File: config.mk
export PLATFORM = sky130hd
export DESIGN_NAME = enet_ctl_regs
export DESIGN_NICKNAME = d
export VERILOG_FILES = /design/src/rtl/enet_regs_pkg.sv /design/src/rtl/enet_reg_bank.sv /design/src/rtl/enet_cmd_unit.sv /design/src/rtl/enet_irq_unit.sv /design/src/rtl/enet_ctl_regs.sv
export SDC_FILE = /design/constraint.sdc
export NUM_CORES = 1
export LEC_CHECK = 0
export BUFFER_PORTS_ARGS = -buffer_cell sky130_fd_sc_hd__buf_2
export CAP_MARGIN = 10
export CORE_ASPECT_RATIO = 0.5
export CORE_UTILIZATION = 50
export CTS_CLUSTER_DIAMETER = 50
export DETAILED_ROUTE_END_ITERATION = 16
export PLACE_DENSITY = 0.66
export SYNTH_ARGS = -nofsm -noshare
export SYNTH_HDL_FRONTEND = slang
export SYNTH_SLANG_ARGS = --single-unit
File: constraint.sdc
create_clock -name clk -period 2.91 [get_ports clk]
set_input_delay 0.291 -clock clk [delete_from_list [all_inputs] [get_ports clk]]
set_output_delay 0.291 -clock clk [all_outputs]
set_load 0.02 [all_outputs]
File: src/rtl/enet_regs_pkg.sv
package enet_regs_pkg;

   localparam int unsigned REG_W = 16;
   localparam int unsigned IDX_W = 6;

   localparam logic [5:0] IX_CMD      = 6'h00;
   localparam logic [5:0] IX_IMASK    = 6'h04;
   localparam logic [5:0] IX_ISTAT    = 6'h05;

   localparam int CB_HALT  = 0;
   localparam int CB_TX    = 1;
   localparam int CB_RXDIS = 2;
   localparam int CB_RXEN  = 3;
   localparam int CB_STOP  = 4;
   localparam int CB_START = 5;
   localparam int CB_SRST  = 7;
   localparam int CB_RRA   = 8;
   localparam int CB_CAM   = 9;
   localparam logic [15:0] CMD_KEEP = 16'h03BF;
   localparam logic [15:0] CMD_RST_VAL = 16'h0094;

   localparam int RBE_BIT = 5;
   localparam logic [15:0] IMR_KEEP = 16'h7FFF;
   localparam logic [15:0] REV_CODE = 16'h0004;

   typedef enum logic [2:0] {
      RK_HOLE, RK_CORE, RK_CONST, RK_RDZERO,
      RK_PLAIN, RK_MASKED, RK_RSTONLY, RK_INVERT
   } reg_kind_e;

   typedef struct packed {
      logic tx;
      logic rra;
      logic cam;
      logic tmr_start;
      logic tmr_stop;
      logic rx_en;
      logic rx_dis;
   } cmd_pulse_t;

   function automatic reg_kind_e kind_of(input logic [5:0] ix);
      reg_kind_e k;
      if (ix == IX_CMD || ix == IX_IMASK || ix == IX_ISTAT)  k = RK_CORE;
      else if ((ix >= 6'h1B && ix <= 6'h1E) || (ix >= 6'h30 && ix <= 6'h3E))
                                                             k = RK_HOLE;
      else if (ix == 6'h01 || ix == 6'h3F)                   k = RK_RSTONLY;
      else if (ix == 6'h02 || ix == 6'h03 || (ix >= 6'h15 && ix <= 6'h18))
                                                             k = RK_MASKED;
      else if ((ix >= 6'h22 && ix <= 6'h24) || ix == 6'h2F)  k = RK_RDZERO;
      else if (ix == 6'h28)                                  k = RK_CONST;
      else if (ix >= 6'h2C && ix <= 6'h2E)                   k = RK_INVERT;
      else                                                   k = RK_PLAIN;
      return k;
   endfunction

   function automatic logic [15:0] wmask_of(input logic [5:0] ix);
      logic [15:0] m;
      case (ix)
         6'h01:                      m = 16'hBFFF;
         6'h3F:                      m = 16'hF017;
         6'h02:                      m = 16'hFFE0;
         6'h03:                      m = 16'hF000;
         6'h15, 6'h16, 6'h17, 6'h18: m = 16'hFFFE;
         default:                    m = 16'hFFFF;
      endcase
      return m;
   endfunction

   function automatic logic [15:0] rstval_of(input logic [5:0] ix);
      logic [15:0] v;
      case (ix)
         6'h02:   v = 16'h0020;
         6'h03:   v = 16'h0101;
         6'h13:   v = 16'h02F8;
         default: v = 16'h0000;
      endcase
      return v;
   endfunction

endpackage

File: src/rtl/enet_reg_bank.sv
module enet_reg_bank
   import enet_regs_pkg::*;
#(
   parameter int unsigned ADDR_W = 6,
   parameter int unsigned DATA_W = 16
) (
   input  logic              clk,
   input  logic              rst_n,
   input  logic              wr_en,
   input  logic [ADDR_W-1:0] wr_idx,
   input  logic [DATA_W-1:0] wr_data,
   input  logic              in_reset,
   input  logic [ADDR_W-1:0] rd_idx,
   output logic [DATA_W-1:0] rd_data
);

   localparam int unsigned NREG = 1 << ADDR_W;

   logic [NREG-1:0][DATA_W-1:0] slot;

   for (genvar g = 0; g < NREG; g++) begin : g_slot
      localparam reg_kind_e   KIND = kind_of(6'(g));
      localparam logic [15:0] WMSK = wmask_of(6'(g));
      localparam logic [15:0] RVAL = rstval_of(6'(g));

      if (KIND == RK_PLAIN || KIND == RK_MASKED ||
          KIND == RK_RSTONLY || KIND == RK_INVERT) begin : g_store
         logic [DATA_W-1:0] q;
         logic              hit;
         assign hit = wr_en && (wr_idx == ADDR_W'(g)) &&
                      ((KIND != RK_RSTONLY) || in_reset);
         always_ff @(posedge clk or negedge rst_n) begin
            if (!rst_n)
               q <= DATA_W'(RVAL);
            else if (hit) begin
               if (KIND == RK_INVERT) q <= ~wr_data;
               else                   q <= wr_data & DATA_W'(WMSK);
            end
         end
         assign slot[g] = q;
      end else if (KIND == RK_CONST) begin : g_const
         assign slot[g] = DATA_W'(REV_CODE);
      end else begin : g_zero
         assign slot[g] = '0;
      end
   end

   assign rd_data = slot[rd_idx];

endmodule

File: src/rtl/enet_cmd_unit.sv
module enet_cmd_unit
   import enet_regs_pkg::*;
(
   input  logic        clk,
   input  logic        rst_n,
   input  logic        cmd_wr,
   input  logic [15:0] cmd_data,
   input  logic        tx_done,
   input  logic        cam_done,
   output logic [15:0] cr,
   output cmd_pulse_t  pulse
);

   logic [15:0] cr_n;
   cmd_pulse_t  pulse_n;

   always_comb begin
      cr_n    = cr;
      pulse_n = '0;
      if (cr[CB_RRA]) cr_n[CB_RRA] = 1'b0;
      if (tx_done)    cr_n[CB_TX]  = 1'b0;
      if (cam_done)   cr_n[CB_CAM] = 1'b0;
      if (cmd_wr) begin
         if (cr[CB_SRST] && !cmd_data[CB_SRST]) begin
            cr_n[CB_SRST] = 1'b0;
         end else begin
            cr_n = cr_n | (cmd_data & CMD_KEEP);
            if (cmd_data[CB_RXDIS]) cr_n[CB_RXEN]  = 1'b0;
            if (cmd_data[CB_STOP])  cr_n[CB_START] = 1'b0;
            if (cmd_data[CB_RXEN]) begin
               cr_n[CB_RXEN]  = 1'b1;
               cr_n[CB_RXDIS] = 1'b0;
            end
            if (cmd_data[CB_START]) begin
               cr_n[CB_START] = 1'b1;
               cr_n[CB_STOP]  = 1'b0;
            end
            pulse_n.tmr_start = cmd_data[CB_START];
            pulse_n.tmr_stop  = cmd_data[CB_STOP] & ~cmd_data[CB_START];
            if (cmd_data[CB_SRST]) begin
               cr_n[CB_CAM]   = 1'b0;
               cr_n[CB_RRA]   = 1'b0;
               cr_n[CB_TX]    = 1'b0;
               cr_n[CB_HALT]  = 1'b0;
               cr_n[CB_RXEN]  = 1'b0;
               cr_n[CB_SRST]  = 1'b1;
               cr_n[CB_RXDIS] = 1'b1;
               pulse_n.rx_dis = 1'b1;
            end else begin
               pulse_n.tx     = cmd_data[CB_TX];
               pulse_n.rra    = cmd_data[CB_RRA];
               pulse_n.cam    = cmd_data[CB_CAM];
               pulse_n.rx_en  = cmd_data[CB_RXEN];
               pulse_n.rx_dis = cmd_data[CB_RXDIS] & ~cmd_data[CB_RXEN];
            end
         end
      end
   end

   always_ff @(posedge clk or negedge rst_n) begin
      if (!rst_n) begin
         cr    <= CMD_RST_VAL;
         pulse <= '0;
      end else begin
         cr    <= cr_n;
         pulse <= pulse_n;
      end
   end

endmodule

File: src/rtl/enet_irq_unit.sv
module enet_irq_unit
   import enet_regs_pkg::*;
#(
   parameter bit IRQ_FLOP = 1'b0
) (
   input  logic        clk,
   input  logic        rst_n,
   input  logic        mask_wr,
   input  logic        stat_wr,
   input  logic [15:0] wdata,
   input  logic [15:0] sts_set,
   output logic [15:0] imr,
   output logic [15:0] isr,
   output logic        irq,
   output logic        rbe_req
);

   logic [15:0] imr_n;
   logic [15:0] isr_n;
   logic [15:0] clr;

   always_comb begin
      clr   = stat_wr ? wdata : 16'h0000;
      imr_n = mask_wr ? (wdata & IMR_KEEP) : imr;
      isr_n = (isr & ~clr) | sts_set;
   end

   always_ff @(posedge clk or negedge rst_n) begin
      if (!rst_n) begin
         imr     <= '0;
         isr     <= '0;
         rbe_req <= 1'b0;
      end else begin
         imr     <= imr_n;
         isr     <= isr_n;
         rbe_req <= clr[RBE_BIT] & isr[RBE_BIT];
      end
   end

   if (IRQ_FLOP) begin : g_irq_ff
      logic irq_q;
      always_ff @(posedge clk or negedge rst_n) begin
         if (!rst_n) irq_q <= 1'b0;
         else        irq_q <= |(imr_n & isr_n);
      end
      assign irq = irq_q;
   end else begin : g_irq_comb
      assign irq = |(imr & isr);
   end

endmodule

File: src/rtl/enet_ctl_regs.sv
module enet_ctl_regs
   import enet_regs_pkg::*;
#(
   parameter int unsigned ADDR_W   = 6,
   parameter int unsigned DATA_W   = 16,
   parameter bit          IRQ_FLOP = 1'b0
) (
   input  logic              clk,
   input  logic              rst_n,
   input  logic              host_wr,
   input  logic [ADDR_W-1:0] host_idx,
   input  logic [DATA_W-1:0] host_wdata,
   output logic [DATA_W-1:0] host_rdata,
   input  logic [DATA_W-1:0] sts_set,
   input  logic              tx_done,
   input  logic              cam_done,
   output logic              go_tx,
   output logic              go_rra,
   output logic              go_cam,
   output logic              go_tmr_start,
   output logic              go_tmr_stop,
   output logic              go_rx_en,
   output logic              go_rx_dis,
   output logic              irq
);

   if (DATA_W != REG_W || ADDR_W != IDX_W) begin : g_bad_geometry
      $error("enet_ctl_regs: register map needs 16-bit data and 6-bit index");
   end

   logic [15:0] cr_q;
   logic [15:0] imr_q;
   logic [15:0] isr_q;
   logic [DATA_W-1:0] bank_rdata;
   logic        rbe_req;
   cmd_pulse_t  pulse;
   logic        wr_cmd;
   logic        wr_mask;
   logic        wr_stat;

   assign wr_cmd  = host_wr && (host_idx == ADDR_W'(IX_CMD));
   assign wr_mask = host_wr && (host_idx == ADDR_W'(IX_IMASK));
   assign wr_stat = host_wr && (host_idx == ADDR_W'(IX_ISTAT));

   enet_cmd_unit u_cmd (
      .clk      (clk),
      .rst_n    (rst_n),
      .cmd_wr   (wr_cmd),
      .cmd_data (16'(host_wdata)),
      .tx_done  (tx_done),
      .cam_done (cam_done),
      .cr       (cr_q),
      .pulse    (pulse)
   );

   enet_irq_unit #(.IRQ_FLOP(IRQ_FLOP)) u_irq (
      .clk     (clk),
      .rst_n   (rst_n),
      .mask_wr (wr_mask),
      .stat_wr (wr_stat),
      .wdata   (16'(host_wdata)),
      .sts_set (16'(sts_set)),
      .imr     (imr_q),
      .isr     (isr_q),
      .irq     (irq),
      .rbe_req (rbe_req)
   );

   enet_reg_bank #(.ADDR_W(ADDR_W), .DATA_W(DATA_W)) u_bank (
      .clk      (clk),
      .rst_n    (rst_n),
      .wr_en    (host_wr),
      .wr_idx   (host_idx),
      .wr_data  (host_wdata),
      .in_reset (cr_q[CB_SRST]),
      .rd_idx   (host_idx),
      .rd_data  (bank_rdata)
   );

   always_comb begin
      if (host_idx == ADDR_W'(IX_CMD))        host_rdata = DATA_W'(cr_q);
      else if (host_idx == ADDR_W'(IX_IMASK)) host_rdata = DATA_W'(imr_q);
      else if (host_idx == ADDR_W'(IX_ISTAT)) host_rdata = DATA_W'(isr_q);
      else                                    host_rdata = bank_rdata;
   end

   assign go_tx        = pulse.tx;
   assign go_rra       = pulse.rra | rbe_req;
   assign go_cam       = pulse.cam;
   assign go_tmr_start = pulse.tmr_start;
   assign go_tmr_stop  = pulse.tmr_stop;
   assign go_rx_en     = pulse.rx_en;
   assign go_rx_dis    = pulse.rx_dis;

endmodule

# == Word level (Yosys, flattened, before mapping) ==
# Index checks and enable logic that the tools add are counted.
# totals
ff_bits,619
input_bits,43
out_inout_bits,24
word_cells,173
# op_classes
order_cmp,1
eq_ne,39
mux,23
bitwise_logic,13
n_reduce_logical,47
# op_table
op,n
16-bit binary-select mux with 6-bit select,1
16-bit 2-to-1 mux,5
"6-bit by 5-bit equality test with 1-bit output, second input constant",12
"6-bit equality test, second input constant",12
"6-bit by 4-bit equality test with 1-bit output, second input constant",8
1-bit logical AND,43
16-bit NOT,2
"6-bit by 3-bit equality test with 1-bit output, second input constant",4
7-bit 2-to-1 mux,3
15-bit by 16-bit AND with 16-bit output,1
16-bit AND,1
16-bit by 10-bit bitwise OR with 16-bit output,1
16-bit bitwise OR,1
16-bit OR reduction,1
"6-bit by 2-bit equality test with 1-bit output, second input constant",2
10-bit 2-to-1 mux,1
"6-bit by 7-bit < comparator with 1-bit output, second input constant",1
1-bit 2-to-1 mux,7
"6-bit by 1-bit equality test with 1-bit output, second input constant",1
6-bit logical NOT,1
2-bit 2-to-1 mux,3
3-bit 2-to-1 mux,2
4-bit 2-to-1 mux,1
1-bit AND,3
4 further kinds,6

# == Depth between registers and ports, before layout ==
# logic_depth
ltp_word,7
depth_mapped,11
ltp_nobuf,6

# == Hierarchy ==
# Synthesis repeated with hierarchy kept, for this count alone.
# unflattened
cells_unflattened,2158
hier_area_um2,28982.8
# by_module_without_submodules
mod,instances,cells_each,area_per_inst_um2,seq_area_each_um2
enet_reg_bank,1,1940,26492.9,14098.5
enet_irq_unit,1,95,1306.3,800.8
enet_cmd_unit,1,57,664.4,379.1
enet_ctl_regs,1,66,519.2,0.0

# == Worst setup path after synthesis ==
# OpenSTA, ideal clock, no wires.
# synth_path
path_type,input -> output
from,input host_idx[2]
to,output host_rdata[2]
t_arrival_ns,2.177
required_time_ns,2.619
slack_ns,0.442
stages,8
cell_sequence,buf_4 buf_4 buf_4 buf_4 buf_2 nand2_1 and3_1 o311ai_0
# synth_via
elab_chain_len,5
# synth_lines
element,line,text
"start, declared",enet_ctl_regs.sv:11,"input logic [ADDR_W-1:0] host_idx,"
16-bit binary-select mux with 6-bit select,enet_reg_bank.sv:48,assign rd_data = slot[rd_idx];
16-bit 2-to-1 mux (not written as such),enet_reg_bank.sv:48,
16-bit 2-to-1 mux,enet_ctl_regs.sv:83,else if (host_idx == ADDR_W'(IX_ISTAT)) host_rdata = DATA_W'(isr_q);
16-bit 2-to-1 mux,enet_ctl_regs.sv:82,else if (host_idx == ADDR_W'(IX_IMASK)) host_rdata = DATA_W'(imr_q);
16-bit 2-to-1 mux *,enet_ctl_regs.sv:81,if (host_idx == ADDR_W'(IX_CMD)) host_rdata = DATA_W'(cr_q);
"end, declared",enet_ctl_regs.sv:13,"output logic [DATA_W-1:0] host_rdata,"
# Mark *: on every way between the ends. The rest lies on a longest branch, timed or not. The select of a mux whose other input is x is not followed.

# == Worst setup path in the final report ==
# layout_path
from,register u_bank.g_slot[15].g_store.q[13]
to,output host_rdata[13]
# layout_via
elab_chain_len,5
# layout_lines
element,line,text
"start, declared",enet_reg_bank.sv:28,logic [DATA_W-1:0] q;
"start signal, assigned",enet_reg_bank.sv:34,q <= DATA_W'(RVAL);
"start signal, assigned",enet_reg_bank.sv:36,if (KIND == RK_INVERT) q <= ~wr_data;
"start signal, assigned",enet_reg_bank.sv:37,else q <= wr_data & DATA_W'(WMSK);
16-bit binary-select mux with 6-bit select,enet_reg_bank.sv:48,
16-bit 2-to-1 mux (not written as such),enet_reg_bank.sv:48,
16-bit 2-to-1 mux,enet_ctl_regs.sv:83,
16-bit 2-to-1 mux,enet_ctl_regs.sv:82,
16-bit 2-to-1 mux,enet_ctl_regs.sv:81,
# Every way passes these cells. The select of a mux whose other input is x is not followed.

==> metrics.txt <==
Sw Pwr=0.005433 W; Post-synth EDFFs=0; failing checks=negative setup slack; DP Wirelength=60450 µm; Logic pwr share=14.7%; crit path capture type=output port; dpl cells=2998; setup ws final=-26.42 ps; PortBufs=66; WL/cell=29.07 µm; Die W=340.4 µm; htree depth=2; nets@finish=2360; Max Root-Sink Buffers=3; worst-margin pin slew=1128 ps; WS Path Type=reg2out; Diodes inserted=0; first-pass GRT wire length=134800 µm; Mapped Avg Cell Area=13.07 µm²; layout cells sized above 1=42.65%; Reg power frac=48.7%; Slew Limit Fails=0; Pwr per Cell Area=631.0 nW/µm²; Peak VDD IR=0.4630 mV; flops & latches, synth=610; Util after Layout=58.52%; total wire length=90550 µm; register area=15280 µm²; largest net degree at the start of global routing=101; critical-path cell list=mux4_2, mux2_4, a21oi_4, nor2_2, a211oi_2, a21oi_2, buf_6; fill cell count=4520; outcome=complete, but fails checks; core area=56020 µm²; final worst path period need=2936 ps; GRT Util Overall=31.57%; peak per-stage delay on the critical path=460 ps; Clk Latency, worst-skew pair=620 ps; synth unique cells=85; Area Overhead vs Synth=14.49%; # Post-CTS Setup Buffers=0; remaining global-route overflow=0; TritonCTS clock tree=built; Post-Syn Instances=2191; Crit-path slowest cell=mux4_2; endpoints failing hold=0; Via density=6.400; num rows=61; Via Count=19940; fraction of registers with async set/reset=100.0%; die height=171.2 µm; initial antenna violation count=4; CP Launch Type=register; DR pass1 iterations=6; Req. time, crit path=2620 ps; routability congestion estimate=1.002; initial drt markers=2677; Internal=0.01526 W; Max-Cap Viols=0; die area=58290 µm²; Crit path arrival time=2650 ps; Max transition margin=24.78%; worst reg-to-reg setup slack=1100 ps; Fin Hold WS=192.2 ps; setup TNS=-34.54 ps; Initial Utilization=51.11%; Net Sw Frac=26.26%; clock share of power=36.5%; Mapped Nets=2234; Root Buffer=clkbuf_16; Non-Filler Instances=3115; P_leak=15.18 nW; min-delay worst type=in2reg; post-synthesis sequential area ratio=53.36%; Inserted Clock Buffers=54; Final period util=100.9%; IO Pins=67; drc violations=0; pre-CTS setup slack=-217.8 ps; CP delay by family, top=multiplexers; RSZ-0062 raised after global routing=true; clock transition at the registers of the reported paths=70 ps; fmax=340.6 MHz; Synth Flop Type=dfrtp_1; final antenna-violating net count=0; final setup fails=2; Worst Path Buf+Inv=1; Post-Syn Area=28630 µm²; worst-path maximum fanout=2; # clock sinks=610; yosys warns=0; Post-Route Skew=27.34 ps; Multi-input gate area=12390 µm²; vias in the first global route=19850
## power by group through the flow
stage | sequential [W] | combinational, W | clock (W)
detailed placement | 0.0102 | 0.00293 | 0
finish | 0.0101 | 0.00305 | 0.00756
global route | 0.0102 | 0.00324 | 0.00800
global placement | 0.0102 | 0.00288 | 0
CTS | 0.0101 | 0.00298 | 0.00765
floorplan | 0.0100 | 0.00187 | 0
## timing repair
action,CTS,global route
hold buffers,19,0
pin swaps,1,8
resized for setup,11,28
setup endpoints to repair,6,11
hold endpoints to repair,62,0
## worst register-to-register path, stage by stage, from the launching register on
cell and delay [ps]:
dfstp_2 660, and3_1 600, mux2_2 420
## layout make-up
class                           instances  area share (%)
Tap cell                              756           2.885
Clock buffer                           78           4.793
Sequential cell                       610           46.60
Inverter                                7         0.08014
Timing Repair Buffer                  273           7.060
Multi-Input combinational cell       1371           37.78
Clock inverter                         20          0.7976
## cell families (layout without fill, tap and decap cells)
family	Yosys count	count (layout)	synth area share [%]
multiplexers	656	656	27.85
AO/OA/AOI/OAI	370	370	8.569
AND/OR/NAND/NOR	345	345	6.362
buffers and inverters	210	378	3.867
flip-flops	610	610	53.36
## cells in the mapped netlist (8+ instances only)
| cell type | instances | area, µm² |
|---|---|---|
| a31oi_1 | 10 | 62.56 |
| a22o_1 | 8 | 70.07 |
| mux4_2 | 55 | 1239 |
| a32oi_1 | 12 | 105.1 |
| mux2_2 | 525 | 5912 |
| o221ai_1 | 11 | 96.34 |
| buf_6 | 15 | 168.9 |
| nand2_1 | 144 | 540.5 |
| nor3_1 | 12 | 60.06 |
| clkbuf_1 | 95 | 356.6 |
| a21oi_1 | 56 | 280.3 |
| buf_4 | 21 | 157.7 |
| o22ai_1 | 19 | 118.9 |
| a22oi_1 | 35 | 262.8 |
| buf_2 | 67 | 335.3 |
| a21o_1 | 18 | 135.1 |
| nor2_1 | 64 | 240.2 |
| nand2_2 | 8 | 50.05 |
| and3_1 | 8 | 50.05 |
| mux2i_1 | 65 | 650.6 |
| a221oi_1 | 22 | 192.7 |
| dfrtp_1 | 599 | 14990 |
| and2_1 | 13 | 81.33 |
| dfstp_2 | 11 | 289.0 |
| o21ai_0 | 119 | 595.6 |
| nand3_4 | 8 | 140.1 |
| nand3_1 | 28 | 140.1 |
## stage by stage
step | cell area (µm²) | power (W)
after global routing | 32790 | 0.02143
final | 32790 | 0.02069
after detailed placement | 30610 | 0.01315
after global placement | 30610 | 0.01305
after CTS | 32680 | 0.02069
after floorplan | 28640 | 0.01189
## worst paths after layout
kind,start,to,cells after the start
hold reg to reg,u_bank.g_slot[8].g_store.q[7]$_DFFE_PN0P_,u_bank.g_slot[8].g_store.q[7]$_DFFE_PN0P_,2
min in group asynchronous,rst_n,u_irq.isr[0]$_DFF_PN0_,2
max in group asynchronous,rst_n,u_bank.g_slot[24].g_store.q[15]$_DFFE_PN0P_,3
setup reg to reg,u_cmd.cr[7]$_DFFE_PN1P_,u_bank.g_slot[63].g_store.q[14]$_DFFE_PN0P_,2
setup / recovery,u_bank.g_slot[15].g_store.q[13]$_DFFE_PN0P_,host_rdata[13],7
hold / removal,host_wdata[2],u_bank.g_slot[46].g_store.q[2]$_DFFE_PN0P_,2
## cell usage in the layout (no fill, tap or decap), types with 8 or more instances in the layout
master / count
mux4_2: 57
dfstp_2: 11
a22oi_1: 32
clkbuf_16: 54
clkbuf_1: 11
a221oi_1: 20
o21ai_0: 118
nor2_1: 62
a31oi_1: 8
a22o_1: 8
nor3_1: 10
a21o_1: 18
a21oi_1: 51
o221ai_1: 10
a32oi_1: 12
nand3_4: 8
buf_4: 164
dfrtp_1: 599
o22ai_1: 17
nand2_2: 8
and2_1: 13
nand2_1: 144
nand3_1: 28
dlygate4sd3_1: 19
clkinv_2: 13
buf_12: 28
mux2i_1: 63
mux2_2: 524
clkbuf_8: 13
buf_2: 59
## metal layers
metal | GRT usage (%) | up-vias | wire (µm)
met5 | 0 | - | 28
met4 | 9.554 | 4 | 2803
met3 | 10.76 | 190 | 10680
met2 | 44.80 | 974 | 38090
met1 | 45.55 | 10490 | 38950
li1 | - | 8282 | -
## registers in the layout (all words and copies together) (netlist names)
| name | cells |
|---|---|
| u_cmd.cr | 9 |
| u_irq.rbe_req | 1 |
| u_irq.isr | 16 |
| u_cmd.pulse | 6 |
| u_bank.g_slot.g_store.q | 563 |
| u_irq.imr | 15 |
Power figures use the tool's default switching activity.
